File: src/rtl/cdma_pkg.sv
package cdma_pkg;

   localparam int HADDR_W = 8;
   localparam int HDATA_W = 32;

   localparam logic [HADDR_W-1:0] OFS_CTRL    = 8'h00;
   localparam logic [HADDR_W-1:0] OFS_STAT_HI = 8'h20;
   localparam logic [HADDR_W-1:0] OFS_STAT_LO = 8'h24;
   localparam logic [HADDR_W-1:0] OFS_ERRCNT  = 8'h30;

   typedef enum logic [1:0] {
      SQ_IDLE  = 2'd0,
      SQ_FETCH = 2'd1,
      SQ_START = 2'd2,
      SQ_WAIT  = 2'd3
   } seq_state_e;

   typedef struct packed {
      logic        loop;
      logic [2:0]  tc;
      logic [11:0] rsvd;
      logic [15:0] count;
   } ctrl_word_t;

endpackage

File: src/rtl/cdma_sat_counter.sv
module cdma_sat_counter #(
   parameter int W        = 16,
   parameter bit SATURATE = 1'b1
) (
   input  logic         clk,
   input  logic         rst_n,
   input  logic         clr,
   input  logic         inc,
   output logic [W-1:0] value
);

   logic [W-1:0] cnt_q;
   logic         step;

   generate
      if (SATURATE) begin : g_sat
         assign step = inc && !(&cnt_q);
      end else begin : g_wrap
         assign step = inc;
      end
   endgenerate

   always_ff @(posedge clk or negedge rst_n) begin
      if (!rst_n) begin
         cnt_q <= '0;
      end else if (clr) begin
         cnt_q <= '0;
      end else if (step) begin
         cnt_q <= cnt_q + 1'b1;
      end
   end

   assign value = cnt_q;

endmodule

File: src/rtl/cdma_chain_fsm.sv
module cdma_chain_fsm
   import cdma_pkg::*;
#(
   parameter int NUM_W = 16
) (
   input  logic             clk,
   input  logic             rst_n,
   input  logic             hdr_accept,
   input  logic [NUM_W-1:0] cfg_count,
   input  logic             cfg_loop,
   input  logic             fetch_ack,
   input  logic             xfer_done,
   output logic             fetch_req,
   output logic             xfer_start,
   output logic [NUM_W-1:0] xfer_num,
   output logic [NUM_W-1:0] last_done,
   output logic             busy,
   output logic             pass_end
);

   seq_state_e       state_q;
   logic [NUM_W-1:0] idx_q;
   logic [NUM_W-1:0] done_q;
   logic             at_last;

   localparam logic [NUM_W-1:0] FIRST_NUM = NUM_W'(1);

   assign at_last  = (idx_q == cfg_count);
   assign pass_end = (state_q == SQ_WAIT) && xfer_done && at_last;

   always_ff @(posedge clk or negedge rst_n) begin
      if (!rst_n) begin
         state_q <= SQ_IDLE;
         idx_q   <= '0;
         done_q  <= '0;
      end else begin
         unique case (state_q)
            SQ_IDLE: begin
               if (hdr_accept) begin
                  state_q <= SQ_FETCH;
                  idx_q   <= FIRST_NUM;
                  done_q  <= '0;
               end
            end
            SQ_FETCH: begin
               if (fetch_ack) begin
                  state_q <= SQ_START;
               end
            end
            SQ_START: begin
               state_q <= SQ_WAIT;
            end
            SQ_WAIT: begin
               if (xfer_done) begin
                  done_q <= idx_q;
                  if (!at_last) begin
                     idx_q   <= idx_q + 1'b1;
                     state_q <= SQ_FETCH;
                  end else if (cfg_loop) begin
                     idx_q   <= FIRST_NUM;
                     state_q <= SQ_FETCH;
                  end else begin
                     state_q <= SQ_IDLE;
                  end
               end
            end
            default: state_q <= SQ_IDLE;
         endcase
      end
   end

   assign fetch_req  = (state_q == SQ_FETCH);
   assign xfer_start = (state_q == SQ_START);
   assign xfer_num   = idx_q;
   assign last_done  = done_q;
   assign busy       = (state_q != SQ_IDLE);

endmodule

File: src/rtl/cdma_host_regs.sv
module cdma_host_regs
   import cdma_pkg::*;
#(
   parameter int         NUM_W    = 16,
   parameter int         PERF_W   = 32,
   parameter int         ERR_W    = 16,
   parameter logic [3:0] VERSION  = 4'h1,
   parameter logic [2:0] MPS_CODE = 3'b001
) (
   input  logic               clk,
   input  logic               rst_n,
   input  logic [HADDR_W-1:0] hst_addr,
   input  logic               hst_wr,
   input  logic               hst_rd,
   input  logic [HDATA_W-1:0] hst_wdata,
   output logic [HDATA_W-1:0] hst_rdata,
   input  logic               busy,
   input  logic [NUM_W-1:0]   last_done,
   input  logic [PERF_W-1:0]  perf_val,
   input  logic [ERR_W-1:0]   ecrc_val,
   output logic               hdr_accept,
   output logic [NUM_W-1:0]   cfg_count,
   output logic               cfg_loop,
   output logic [2:0]         cfg_tc
);

   ctrl_word_t         ctrl_q;
   ctrl_word_t         wr_word;
   logic               wr_ctrl;
   logic [HDATA_W-1:0] stat_hi;
   logic [HDATA_W-1:0] rd_mux;

   assign wr_word    = ctrl_word_t'(hst_wdata);
   assign wr_ctrl    = hst_wr && (hst_addr == OFS_CTRL);
   assign hdr_accept = wr_ctrl && !busy && (|wr_word.count[NUM_W-1:0]);

   always_ff @(posedge clk or negedge rst_n) begin
      if (!rst_n) begin
         ctrl_q <= '0;
      end else if (hdr_accept) begin
         ctrl_q.loop  <= wr_word.loop;
         ctrl_q.tc    <= wr_word.tc;
         ctrl_q.rsvd  <= '0;
         ctrl_q.count <= 16'(wr_word.count[NUM_W-1:0]);
      end else if (wr_ctrl && busy) begin
         ctrl_q.loop  <= wr_word.loop;
      end
   end

   assign cfg_count = ctrl_q.count[NUM_W-1:0];
   assign cfg_loop  = ctrl_q.loop;
   assign cfg_tc    = ctrl_q.tc;

   assign stat_hi = {VERSION, 4'b0000, MPS_CODE, 4'b0000, !busy, 16'(last_done)};

   always_comb begin
      unique case (hst_addr)
         OFS_CTRL:    rd_mux = HDATA_W'(ctrl_q);
         OFS_STAT_HI: rd_mux = stat_hi;
         OFS_STAT_LO: rd_mux = HDATA_W'(perf_val);
         OFS_ERRCNT:  rd_mux = HDATA_W'(ecrc_val);
         default:     rd_mux = '0;
      endcase
   end

   assign hst_rdata = hst_rd ? rd_mux : '0;

endmodule

File: src/rtl/cdma_sequencer.sv
module cdma_sequencer
   import cdma_pkg::*;
#(
   parameter int         NUM_W    = 16,
   parameter int         PERF_W   = 32,
   parameter int         ERR_W    = 16,
   parameter logic [3:0] VERSION  = 4'h1,
   parameter logic [2:0] MPS_CODE = 3'b001
) (
   input  logic             clk,
   input  logic             rst_n,
   input  logic [7:0]       hst_addr,
   input  logic             hst_wr,
   input  logic             hst_rd,
   input  logic [31:0]      hst_wdata,
   output logic [31:0]      hst_rdata,
   output logic             fetch_req,
   input  logic             fetch_ack,
   output logic             xfer_start,
   output logic [NUM_W-1:0] xfer_num,
   input  logic             xfer_done,
   output logic [2:0]       msi_tc,
   input  logic             ecrc_err,
   input  logic             ecrc_fwd_en
);

   generate
      if (NUM_W < 1 || NUM_W > 16) begin : g_bad_num
         $error("NUM_W must lie in 1..16");
      end
      if (PERF_W < 1 || PERF_W > HDATA_W) begin : g_bad_perf
         $error("PERF_W must lie in 1..32");
      end
      if (ERR_W < 1 || ERR_W > 16) begin : g_bad_err
         $error("ERR_W must lie in 1..16");
      end
      if (MPS_CODE > 3'b100) begin : g_bad_mps
         $error("MPS_CODE must not exceed 3'b100");
      end
   endgenerate

   logic             hdr_accept;
   logic [NUM_W-1:0] cfg_count;
   logic             cfg_loop;
   logic             busy;
   logic             pass_end;
   logic [NUM_W-1:0] last_done;
   logic [PERF_W-1:0] perf_val;
   logic [ERR_W-1:0] ecrc_val;
   logic             timing_q;

   cdma_host_regs #(
      .NUM_W    (NUM_W),
      .PERF_W   (PERF_W),
      .ERR_W    (ERR_W),
      .VERSION  (VERSION),
      .MPS_CODE (MPS_CODE)
   ) regs_i (
      .clk        (clk),
      .rst_n      (rst_n),
      .hst_addr   (hst_addr),
      .hst_wr     (hst_wr),
      .hst_rd     (hst_rd),
      .hst_wdata  (hst_wdata),
      .hst_rdata  (hst_rdata),
      .busy       (busy),
      .last_done  (last_done),
      .perf_val   (perf_val),
      .ecrc_val   (ecrc_val),
      .hdr_accept (hdr_accept),
      .cfg_count  (cfg_count),
      .cfg_loop   (cfg_loop),
      .cfg_tc     (msi_tc)
   );

   cdma_chain_fsm #(
      .NUM_W (NUM_W)
   ) fsm_i (
      .clk        (clk),
      .rst_n      (rst_n),
      .hdr_accept (hdr_accept),
      .cfg_count  (cfg_count),
      .cfg_loop   (cfg_loop),
      .fetch_ack  (fetch_ack),
      .xfer_done  (xfer_done),
      .fetch_req  (fetch_req),
      .xfer_start (xfer_start),
      .xfer_num   (xfer_num),
      .last_done  (last_done),
      .busy       (busy),
      .pass_end   (pass_end)
   );

   // chain timing window: opened by header acceptance, closed by first pass end
   always_ff @(posedge clk or negedge rst_n) begin
      if (!rst_n) begin
         timing_q <= 1'b0;
      end else if (hdr_accept) begin
         timing_q <= 1'b1;
      end else if (pass_end) begin
         timing_q <= 1'b0;
      end
   end

   cdma_sat_counter #(
      .W        (PERF_W),
      .SATURATE (1'b1)
   ) perf_i (
      .clk   (clk),
      .rst_n (rst_n),
      .clr   (hdr_accept),
      .inc   (timing_q),
      .value (perf_val)
   );

   cdma_sat_counter #(
      .W        (ERR_W),
      .SATURATE (1'b1)
   ) ecrc_i (
      .clk   (clk),
      .rst_n (rst_n),
      .clr   (1'b0),
      .inc   (ecrc_err && ecrc_fwd_en),
      .value (ecrc_val)
   );

endmodule

File: config.mk
export PLATFORM = sky130hd
export DESIGN_NAME = cdma_sequencer
export DESIGN_NICKNAME = d
export VERILOG_FILES = /design/src/rtl/cdma_pkg.sv /design/src/rtl/cdma_sat_counter.sv /design/src/rtl/cdma_chain_fsm.sv /design/src/rtl/cdma_host_regs.sv /design/src/rtl/cdma_sequencer.sv
export SDC_FILE = /design/constraint.sdc
export NUM_CORES = 1
export LEC_CHECK = 0
export BUFFER_PORTS_ARGS = -buffer_cell sky130_fd_sc_hd__clkbuf_2
export CAP_MARGIN = 20
export CORE_MARGIN = 10
export CORE_UTILIZATION = 31
export DETAILED_ROUTE_END_ITERATION = 8
export GPL_TIMING_DRIVEN = 0
export RECOVER_POWER = 50
export REMOVE_ABC_BUFFERS = 1
export SYNTH_ARGS = -nofsm -noshare
export SYNTH_HDL_FRONTEND = slang
export SYNTH_HIERARCHICAL = 1
export SYNTH_SLANG_ARGS = --single-unit
File: constraint.sdc
create_clock -name clk -period 2.75 [get_ports clk]
set_input_delay 0.275 -clock clk [delete_from_list [all_inputs] [get_ports clk]]
set_output_delay 0.275 -clock clk [all_outputs]
set_load 0.01 [all_outputs]
==> metrics.csv, run 1 <==
stage;metric;value;unit
die;Starting Density;31.38;%
route;post-route ant nets;0;
die;Die Wd;162.9;µm
placed_design;dpl hpwl;13.56;mm
global_route;vias in the first global route;5256;
route;detail-routed net length per standard cell;18.97;µm
logic_synthesis;most common cell in the synthesized netlist;dfrtp_1;
status;status;finished clean;
sta;setup_tns;0;ps
logic_synthesis;Post-synth top cells;dfrtp_1, nor2_1, a21oi_1, nand2_1, mux2_2;
clocking;Clock Latency Late Sink;360;ps
logic_synthesis;Yosys cell types;75;
die;core footprint;20170;µm²
sta;final setup vio count;0;
route;DRC viols;0;
global_route;initial antenna violation count;0;
clocking;clock root buffer;clkbuf_16;
clocking;CTS Buffer Depth;2;
power_and_ir_drop;Pleak;3.185;nW
route;drt via density;5.390;
setup_path;largest delay contributor family on the critical path;simple AND/OR/NAND/NOR gates;
hold_path;Hold Crit Class;in2async;
logic_synthesis;ys async rst share;100.0;%
final_layout;multi-input logic area;3560;µm²
final_layout;Ant. Diodes;0;
flow_run;Max Cap Violations;0;
setup_path;slowest stage delay, CP;510;ps
sta;Slew HR;42.85;%
global_route;GRT Total Usage;14.08;%
logic_synthesis;Avg Synthesized Cell Area;10.02;µm²
final_layout;share of cells above drive strength 1;26.76;%
logic_synthesis;sequential cell area fraction in the yosys report;40.72;%
logic_synthesis;Most used DFF post-synth;dfrtp_1;
route;TritonRoute pass-1 iters;6;
setup_path;critical path data required time;3030;ps
placed_design;routability cong.;0.8668;
final_layout;# fillers;2068;
clocking;Reg clk slew, reported paths;70;ps
placed_design;Port Buffer Count;88;
final_layout;P&R area growth vs syn;18.76;%
logic_synthesis;Ys Warns;6;
route;Initial DRC Count;431;
setup_path;worst-path fanout max;8;
sta;Achievable Freq;372.5;MHz
global_route;global-route wire length before repair;29.90;mm
setup_path;Worst Setup Start Kind;flop;
final_layout;Final nets;776;
die;die area;26530;µm²
logic_synthesis;Mapped Cells;632;
final_layout;storage element area;2579;µm²
clocking;CTS tree;done;
setup_path;Worst Path Arrival;2960;ps
clocking;Post-CTS Hold Fix Bufs;0;
sta;Min Hold Slack;27.40;ps
clocking;Clock Sinks;103;
logic_synthesis;main area contributors after synthesis;dfrtp_1, mux2_2, nor2_1, xor2_1, a21oi_1;
global_route;largest net degree at the start of global routing;104;
sta;ratio of final minimum period to clock period;97.62;%
logic_synthesis;Netlist Area Pre-Place;6330;µm²
logic_synthesis;area leader, netlist;dfrtp_1;
sta;RSZ-0062 raised after global routing;true;
logic_synthesis;EDFF count, synth;0;
setup_path;cells along the critical path;inv_4 -> ha_4 -> inv_6 -> nor4b_4 -> buf_6 -> nor2b_4 -> or3_4 -> a21o_4 -> or4_4 -> a21oi_2;
setup_path;CP max stage cell;or4_4;
clocking;H-tree Lvls;3;
setup_path;CP Capture Type;flop;
sta;final hold vios;0;
global_route;Overflow after GRT;0;
sta;Worst Tran Pin Value;850.1;ps
sta;min cycle time layout;2685;ps
power_and_ir_drop;Power, Total;0.005412;W
sta;Final Max Tran Viols;0;
clocking;total CTS buffers;9;
die;io pins;101;
logic_synthesis;post-synth top area share;40.72;%
power_and_ir_drop;power density over cell area;719.9;nW/µm²
logic_synthesis;FF+latch count, synth;103;
power_and_ir_drop;Max IR drop VDD;0.3707;mV
die;chip height;162.9;µm
route;total wire length;18.87;mm
setup_path;Worst Path Buf+Inv;3;
die;FP Rows;52;
route;total number of vias;5363;
sta;Layout Skew;8.660;ps
setup_path;Critical Setup Path Class;reg2reg;
final timing paths:
kind,startpoint,end,slack (ps),depth (start not counted)
max in group asynchronous,rst_n,fsm_i/state_q[1],2080,1
worst max-delay path,fsm_i/state_q[1],fsm_i/xfer_num[15],70,10
worst min register to register,fsm_i/last_done[7],fsm_i/last_done[7],510,1
worst min-delay path,rst_n,regs_i/cfg_tc[2],30,1
min in group clk,hst_wdata[29],regs_i/cfg_tc[1],150,2
worst max register to register,fsm_i/state_q[1],fsm_i/xfer_num[15],70,10
layout by cell type (no fill, tap or decap), types with 5 or more instances in the layout:
| master | count |
|---|---|
| nor2_1 | 59 |
| and3_1 | 19 |
| a222oi_1 | 15 |
| or3_1 | 15 |
| clkbuf_1 | 20 |
| or4_1 | 17 |
| xor2_1 | 23 |
| mux2_4 | 12 |
| clkbuf_2 | 68 |
| and2_1 | 6 |
| nand3_1 | 17 |
| a21oi_1 | 35 |
| nor3_1 | 8 |
| buf_4 | 14 |
| or4_4 | 5 |
| nor4_1 | 11 |
| o2111ai_1 | 5 |
| and4_1 | 6 |
| dfrtp_1 | 102 |
| ha_1 | 7 |
| clkbuf_16 | 9 |
| o21ai_0 | 17 |
| buf_6 | 8 |
| o31ai_1 | 18 |
| mux2_2 | 27 |
| nor2b_1 | 5 |
| inv_1 | 14 |
| a22o_1 | 19 |
| xnor2_1 | 5 |
| nand2_1 | 36 |
| nand4_1 | 8 |
state kept, by name, indices dropped and copies added, names as in the netlist:
name / count
timing_q: 1
regs_i/cfg_loop: 1
ecrc_i/value: 16
fsm_i/state_q: 2
fsm_i/last_done: 16
fsm_i/xfer_num: 16
perf_i/value: 32
regs_i/cfg_count: 16
regs_i/cfg_tc: 3
cell families (layout without fill, tap and decap cells):
logic type	after synthesis	in the layout	synth area share, %
buf+inv	52	144	4.665
other cells	1	1	0.05924
simple gates	251	252	24.17
mux	43	43	8.282
fa+ha+maj	9	9	1.740
flops	103	103	40.72
xor+xnor	28	28	3.874
compound gates	145	145	16.49
routing by layer:
metal | track usage [%] | vias up | routed length, µm
met5 | 0 | - | 0
met4 | 3.730 | 0 | 287
met3 | 4.525 | 13 | 1292
met2 | 20.94 | 140 | 8306
met1 | 19.23 | 2635 | 8987
li1 | - | 2575 | -
through the flow:
stage / area, µm² / util [%] / std cells / setup WS [ps]
after floorplan: 6098 / - / 597 / -3008
after global placement: 6877 / 34.09 / 955 / -5730
after detailed placement: 6994 / 34.68 / 965 / -1511
after CTS: 7440 / 36.89 / 990 / 21.28
after global routing: 7517 / 37.27 / 995 / -31.82
final: 7517 / 37.27 / 995 / 65.47
worst register-to-register path, stage by stage (launching register included):
cell and delay [ps]:
dfrtp_2 440, inv_4 80, ha_4 190, inv_6 60
nor4b_4 320, buf_6 170, nor2b_4 60, or3_4 420
a21o_4 230, or4_4 510, a21oi_2 130
final cells by class:
cell class	instances	share of cell area, %
flip-flops and latches	103	34.30
clock buffers	13	3.462
clock inverters	3	0.8655
repair buffers	111	8.572
well taps	270	4.494
inverters	17	0.9487
multi-input cells	478	47.35
power breakdown:
group	internal, W	switching [W]
logic	0.000766	0.00115
clock network	0.000847	0.000568
registers	0.00173	0.000343
repair_timing:
item | 4_1_cts | 5_1_grt
setup endpoints to repair | 36 | 22
resized for setup | 14 | 14
setup buffers | 10 | 4
cloned | 1 | 0
endpoints found under the hold margin | 0 | 0
pin swaps | 3 | 9
(Power assumes the default switching activity.)
==> run 2: changes to the inputs <==
--- a/config.mk
+++ b/config.mk
@@ -11,6 +11,7 @@
 export CORE_UTILIZATION = 31
 export DETAILED_ROUTE_END_ITERATION = 8
 export GPL_TIMING_DRIVEN = 0
+export PLACE_DENSITY_LB_ADDON = 0.3
 export RECOVER_POWER = 50
 export REMOVE_ABC_BUFFERS = 1
 export SYNTH_ARGS = -nofsm -noshare
==> run 2 against run 1 <==
First-iteration DRC count decreased by 8.4%. Sequential cell count unchanged. Setup slack gained 22 ps. Critical path depth shrank 5. Clock skew barely moved. Critical endpoint is now perf_i/value[25]. Clock power about the same. Fmax is 0.82% higher. Critical path type unchanged. The flow now finishes with violations (capacitance limit, slew limit). Final cell count shrank 0.50%. Power shrank 0.82%.
==> metrics.csv, run 2 (same netlist as run 1, synthesis figures left out) <==
stage;metric;value;unit;change
final_layout;Layout Cells excl Fill;990;;-0.50%
final_layout;share of cells above drive strength 1;24.03;%;-2.7 points
placed_design;DP Worst Slack;-1412;ps;+99.34 ps
route;DRC viols;0;;unchanged
power_and_ir_drop;share of total power in the clock network;26.6;%;+0.5 points
clocking;Clock Latency Late Sink;360;ps;about the same
die;Starting Density;31.38;%;unchanged
final_layout;Ant. Diodes;0;;unchanged
route;total number of vias;5453;;+1.7%
power_and_ir_drop;Power, Total;0.005367;W;-0.82%
clocking;Reg clk slew, reported paths;70;ps;about the same
power_and_ir_drop;Pleak;3.112;nW;-2.3%
sta;worst setup margin;87.43;ps;+21.96 ps
global_route;vias in the first global route;5114;;-2.7%
setup_path;CP Capture Type;flop;;
route;Initial DRC Count;395;;-8.4%
die;FP Rows;52;;unchanged
clocking;H-tree Lvls;3;;unchanged
setup_path;largest delay contributor family on the critical path;simple AND/OR/NAND/NOR gates;;
setup_path;worst-path fanout max;17;;+9
final_layout;# fillers;2117;;+2.4%
placed_design;dpl hpwl;13.56;mm;about the same
sta;final hold vios;0;;unchanged
final_layout;Largest register FFs;32;;unchanged
sta;final setup vio count;0;;unchanged
global_route;Overflow after GRT;0;;unchanged
route;TritonRoute pass-1 iters;6;;unchanged
global_route;global-route wire length before repair;29.94;mm;+0.14%
final_layout;most common cell after layout, fill and taps aside;dfrtp_1;;
sta;Worst Tran Pin Value;2442;ps;+1592 ps
power_and_ir_drop;Int Power;0.003281;W;-2.0%
final_layout;Final Util;36.63;%;-0.65 points
sta;Final Max Tran Viols;104;;+104
clocking;CTS Buffer Depth;2;;unchanged
flow_run;Max Cap Violations;1;;+1
clocking;Clock Sinks;103;;unchanged
clocking;CTS tree;done;;
hold_path;Hold Crit Class;in2reg;;
clocking;clock root buffer;clkbuf_16;;
sta;Slew HR;-62.78;%;-110 points
setup_path;CP dominant cell by count;nor4_1;;
power_and_ir_drop;Max IR drop VDD;0.3644;mV;-1.7%
setup_path;Critical Setup Path Class;reg2reg;;
placed_design;Port Buffer Count;88;;unchanged
global_route;GRT Total Usage;14.10;%;+0.014 points
sta;min cycle time layout;2663;ps;-21.96 ps
sta;ratio of final minimum period to clock period;96.82;%;-0.80 points
power_and_ir_drop;power density over cell area;726.6;nW/µm²;+0.93%
die;Die Wd;162.9;µm;unchanged
die;core footprint;20170;µm²;unchanged
power_and_ir_drop;share of total power in sequential cells;38.6;%;+0.2 points
placed_design;routability cong.;0.8305;;-4.2%
final_layout;Final nets;772;;-0.52%
final_layout;commonest cells after routing, fill and taps aside;dfrtp_1, clkbuf_2, nor2_1;;
setup_path;Worst Setup Start Kind;flop;;
setup_path;Worst Path Buf+Inv;0;;-3
die;die area;26530;µm²;unchanged
setup_path;slowest stage delay, CP;520;ps;about the same
global_route;largest net degree at the start of global routing;104;;unchanged
sta;Achievable Freq;375.6;MHz;+0.82%
sta;RSZ-0062 raised after global routing;false;;
power_and_ir_drop;Sw Ratio;38.87;%;+0.74 points
setup_path;CP max stage cell;nor4_1;;
route;detail-routed net length per standard cell;18.97;µm;about the same
final_layout;P&R area growth vs syn;16.70;%;
sta;Layout Skew;8.676;ps;+0.01616 ps
global_route;initial antenna violation count;0;;unchanged
power_and_ir_drop;Sw Pwr;0.002086;W;+1.1%
power_and_ir_drop;combinational share of power;34.7;%;-0.8 points
setup_path;cells along the critical path;nand3_1 -> nor4_1 -> nand2_1 -> nor4_1 -> mux2_4;;
setup_path;Worst Path Arrival;2910;ps;-50 ps
route;total wire length;18.78;mm;-0.48%
status;failing checks;capacitance limit, slew limit;;
clocking;Post-CTS Hold Fix Bufs;0;;unchanged
die;chip height;162.9;µm;unchanged
status;status;finished with violations;;
die;io pins;101;;unchanged
placed_design;placed insts;964;;-0.10%
setup_path;critical path data required time;3000;ps;-30 ps
route;drt via density;5.508;;+2.2%
clocking;total CTS buffers;9;;unchanged
route;post-route ant nets;0;;unchanged
-- run 2: final timing paths --
check / startpoint / slack, ps / depth (start not counted) / end
worst max-delay path: perf_i/value[2] / 90 / 5 / perf_i/value[25]
worst min-delay path: hst_wdata[31] / 150 / 2 / regs_i/cfg_loop
worst max register to register: perf_i/value[2] / 90 / 5 / perf_i/value[25]
worst min register to register: fsm_i/last_done[7] / 510 / 1 / fsm_i/last_done[7]
max in group asynchronous: rst_n / 620 / 1 / fsm_i/state_q[0]
min in group asynchronous: rst_n / 590 / 1 / regs_i/cfg_tc[1]
-- run 2: what timing repair did --
item                       in CTS  in global routing
cloned                          1                  0
gates resized for setup         5                  6
setup endpoints to repair      33                 18
setup buffers                   3                  7
pin swaps                       2                  1
-- run 2: layout make-up --
class	count	area [µm²]	share of cell area (%)
multi-input combinational	478	3488	47.22
sequential	103	2577	34.89
timing repair buffer	107	599.3	8.113
tap	270	337.8	4.573
clock buffer	11	242.7	3.286
clock inverter	4	77.57	1.050
inverter	17	63.81	0.8638
-- run 2: per-layer routing --
metal	vias up	global-route usage (%)	part of all wire (%)
met5	-	0	0
met2	165	21.00	45
li1	2571	-	-
met4	0	2.541	0.82
met3	11	4.247	6.4
met1	2706	19.83	48
-- run 2: metrics by stage --
stage	cell area (µm²)	hold WS [ps]	TNS, ps
final	7387	150.3	0
after floorplan	6098	-20.59	-132420
after global routing	7387	141.6	0
after detailed placement	6998	460.1	-29160
after CTS	7370	71.99	0
after global placement	6877	484.6	-342780
-- run 2: power by group through the flow --
stage               Clock, W  Sequential, W  Combinational [W]
floorplan                  0        0.00200            0.00118
CTS                  0.00147        0.00207            0.00176
global route         0.00153        0.00212            0.00208
finish               0.00143        0.00207            0.00186
detailed placement         0        0.00210            0.00164
global placement           0        0.00210            0.00160
==> run 3: changes to the inputs <==
==> constraint.sdc (replaced) <==
create_clock -name clk -period 2.75 [get_ports clk]
set_input_delay 0.275 -clock clk [delete_from_list [all_inputs] [get_ports clk]]
set_output_delay 0.275 -clock clk [all_outputs]
set_load 0.005 [all_outputs]
==> run 3 against run 2 <==
The flow finishes with violations (DRC, capacitance limit, slew limit). Power down 0.27%. First-iteration DRC count up 7.8%. Routed wire length about the same. Register-to-register slack better by 20 ps. Non-clock buffer count unchanged. Clock power about the same. Clock-buffer cell count unchanged. Core utilization about the same. Global-route usage unchanged. Cell area about the same. Clock skew about the same. Final cell count unchanged. Largest power group unchanged.
==> metrics.csv, run 3 (same netlist as run 1, synthesis figures left out) <==
stage;metric;value;unit;change
status;status;finished with violations;;
status;failing checks;DRC, capacitance limit, slew limit;;
sta;worst setup margin;105.3;ps;+17.83 ps
sta;Final Max Tran Viols;104;;unchanged
placed_design;Port Buffer Count;88;;unchanged
sta;Worst Tran Pin Value;2445;ps;+3.094 ps
hold_path;Hold Crit Class;in2reg;;
global_route;initial antenna violation count;0;;unchanged
setup_path;Worst Path Arrival;2890;ps;-20 ps
clocking;CTS Buffer Depth;2;;unchanged
route;total wire length;18.79;mm;about the same
setup_path;r2r worst-path depth;5;;unchanged
final_layout;commonest cells after routing, fill and taps aside;dfrtp_1, clkbuf_2, nor2_1;;
sta;RSZ-0062 raised after global routing;false;;
sta;ratio of final minimum period to clock period;96.17;%;-0.65 points
hold_path;Hold Crit Depth;2;;unchanged
die;FP Rows;52;;unchanged
die;core footprint;20170;µm²;unchanged
die;io pins;101;;unchanged
global_route;largest net degree at the start of global routing;104;;unchanged
clocking;H-tree Lvls;3;;unchanged
placed_design;dpl hpwl;13.56;mm;unchanged
clocking;Post-CTS Hold Fix Bufs;0;;unchanged
sta;final hold vios;0;;unchanged
sta;Slew HR;-62.99;%;-0.21 points
clocking;Reg clk slew, reported paths;70;ps;about the same
setup_path;Critical Setup Path Class;reg2reg;;
sta;final setup vio count;0;;unchanged
power_and_ir_drop;Pleak;3.115;nW;+0.11%
global_route;vias in the first global route;5114;;unchanged
final_layout;Final Util;36.63;%;about the same
placed_design;routability cong.;0.8305;;unchanged
power_and_ir_drop;Max IR drop VDD;0.3631;mV;-0.36%
final_layout;Largest register FFs;32;;unchanged
die;chip height;162.9;µm;unchanged
die;Die Wd;162.9;µm;unchanged
global_route;GRT Total Usage;14.10;%;unchanged
global_route;Overflow after GRT;0;;unchanged
sta;min cycle time layout;2645;ps;-17.83 ps
final_layout;Ant. Diodes;0;;unchanged
die;die area;26530;µm²;unchanged
sta;Layout Skew;8.658;ps;-0.01813 ps
route;Initial DRC Count;426;;+7.8%
route;DRC viols;4;;+4
final_layout;P&R area growth vs syn;16.72;%;about the same
global_route;global-route wire length before repair;29.94;mm;unchanged
final_layout;most common cell after layout, fill and taps aside;dfrtp_1;;
final_layout;Final nets;772;;unchanged
setup_path;CP Capture Type;flop;;
setup_path;worst-path fanout max;17;;unchanged
clocking;total CTS buffers;9;;unchanged
route;post-route ant nets;0;;unchanged
clocking;clock root buffer;clkbuf_16;;
clocking;Clock Sinks;103;;unchanged
final_layout;share of cells above drive strength 1;24.17;%;+0.14 points
clocking;Clock Latency Late Sink;360;ps;about the same
setup_path;Worst Setup Start Kind;flop;;
sta;Achievable Freq;378.1;MHz;+0.67%
route;TritonRoute pass-1 iters;9;;+3
power_and_ir_drop;Power, Total;0.005353;W;-0.27%
route;drt via density;5.487;;-0.39%
die;Starting Density;31.38;%;unchanged
flow_run;Max Cap Violations;1;;unchanged
power_and_ir_drop;power density over cell area;724.5;nW/µm²;-0.29%
route;detail-routed net length per standard cell;18.98;µm;about the same
route;total number of vias;5432;;-0.39%
setup_path;critical path data required time;3000;ps;about the same
clocking;CTS tree;done;;
placed_design;DP Worst Slack;-1412;ps;unchanged
[run 3: cell types whose count changed in the layout (fill, tap and decap cells not counted)]
cell,change
clkbuf_2,+1
clkbuf_1,-1
[run 3: final timing paths]
check	start	to	slack [ps]
min in group asynchronous	rst_n	regs_i/cfg_tc[1]	590
worst min register to register	fsm_i/last_done[7]	fsm_i/last_done[7]	500
worst max-delay path	perf_i/value[2]	perf_i/value[25]	110
worst max register to register	perf_i/value[2]	perf_i/value[25]	110
max in group asynchronous	rst_n	fsm_i/state_q[0]	620
worst min-delay path	hst_wdata[31]	regs_i/cfg_loop	150
[run 3: layout make-up]
type,count,area [µm²]
repair buffers,107,600.6
well taps,270,337.8
fillers,2117,12780
clock buffers,11,242.7
inverters,17,63.81
flip-flops and latches,103,2577
multi-input cells,478,3488
clock inverters,4,77.57
[run 3: repair_timing]
item	in CTS	in global routing
endpoints found under the setup margin	33	15
cloned	1	0
resized for setup	5	6
setup buffers	3	7
pin swaps	2	1
[run 3: per-stage QoR]
stage | instance area (µm²) | cells | TNS, ps | hold slack [ps]
2_1_floorplan | 6098 | 597 | -132410 | -20.59
3_3_place_gp | 6877 | 955 | -342300 | 484.6
3_5_place_dp | 6998 | 964 | -29160 | 460.1
4_1_cts | 7370 | 983 | 0 | 71.99
5_1_grt | 7388 | 990 | 0 | 141.6
6_report | 7388 | 990 | 0 | 151.1
[run 3: metal layers]
metal | share of wire (%) | GRT usage, % | up-vias
met4 | 0.82 | 2.541 | 0
met5 | 0 | 0 | -
met3 | 6.1 | 4.247 | 11
met1 | 48 | 19.83 | 2697
met2 | 45 | 21.00 | 151
li1 | - | - | 2573
[run 3: critical path, stage by stage (launching register included)]
cell	delay, ps
dfrtp_1	470
nand3_1	320
nor4_1	440
nand2_1	450
nor4_1	510
mux2_4	330
[run 3: power breakdown]
| group | switching [W] | internal, W | total [W] |
|---|---|---|---|
| combinational | 0.00113 | 0.000723 | 0.00185 |
| clock | 0.000606 | 0.000826 | 0.00143 |
| sequential | 0.000339 | 0.00173 | 0.00207 |
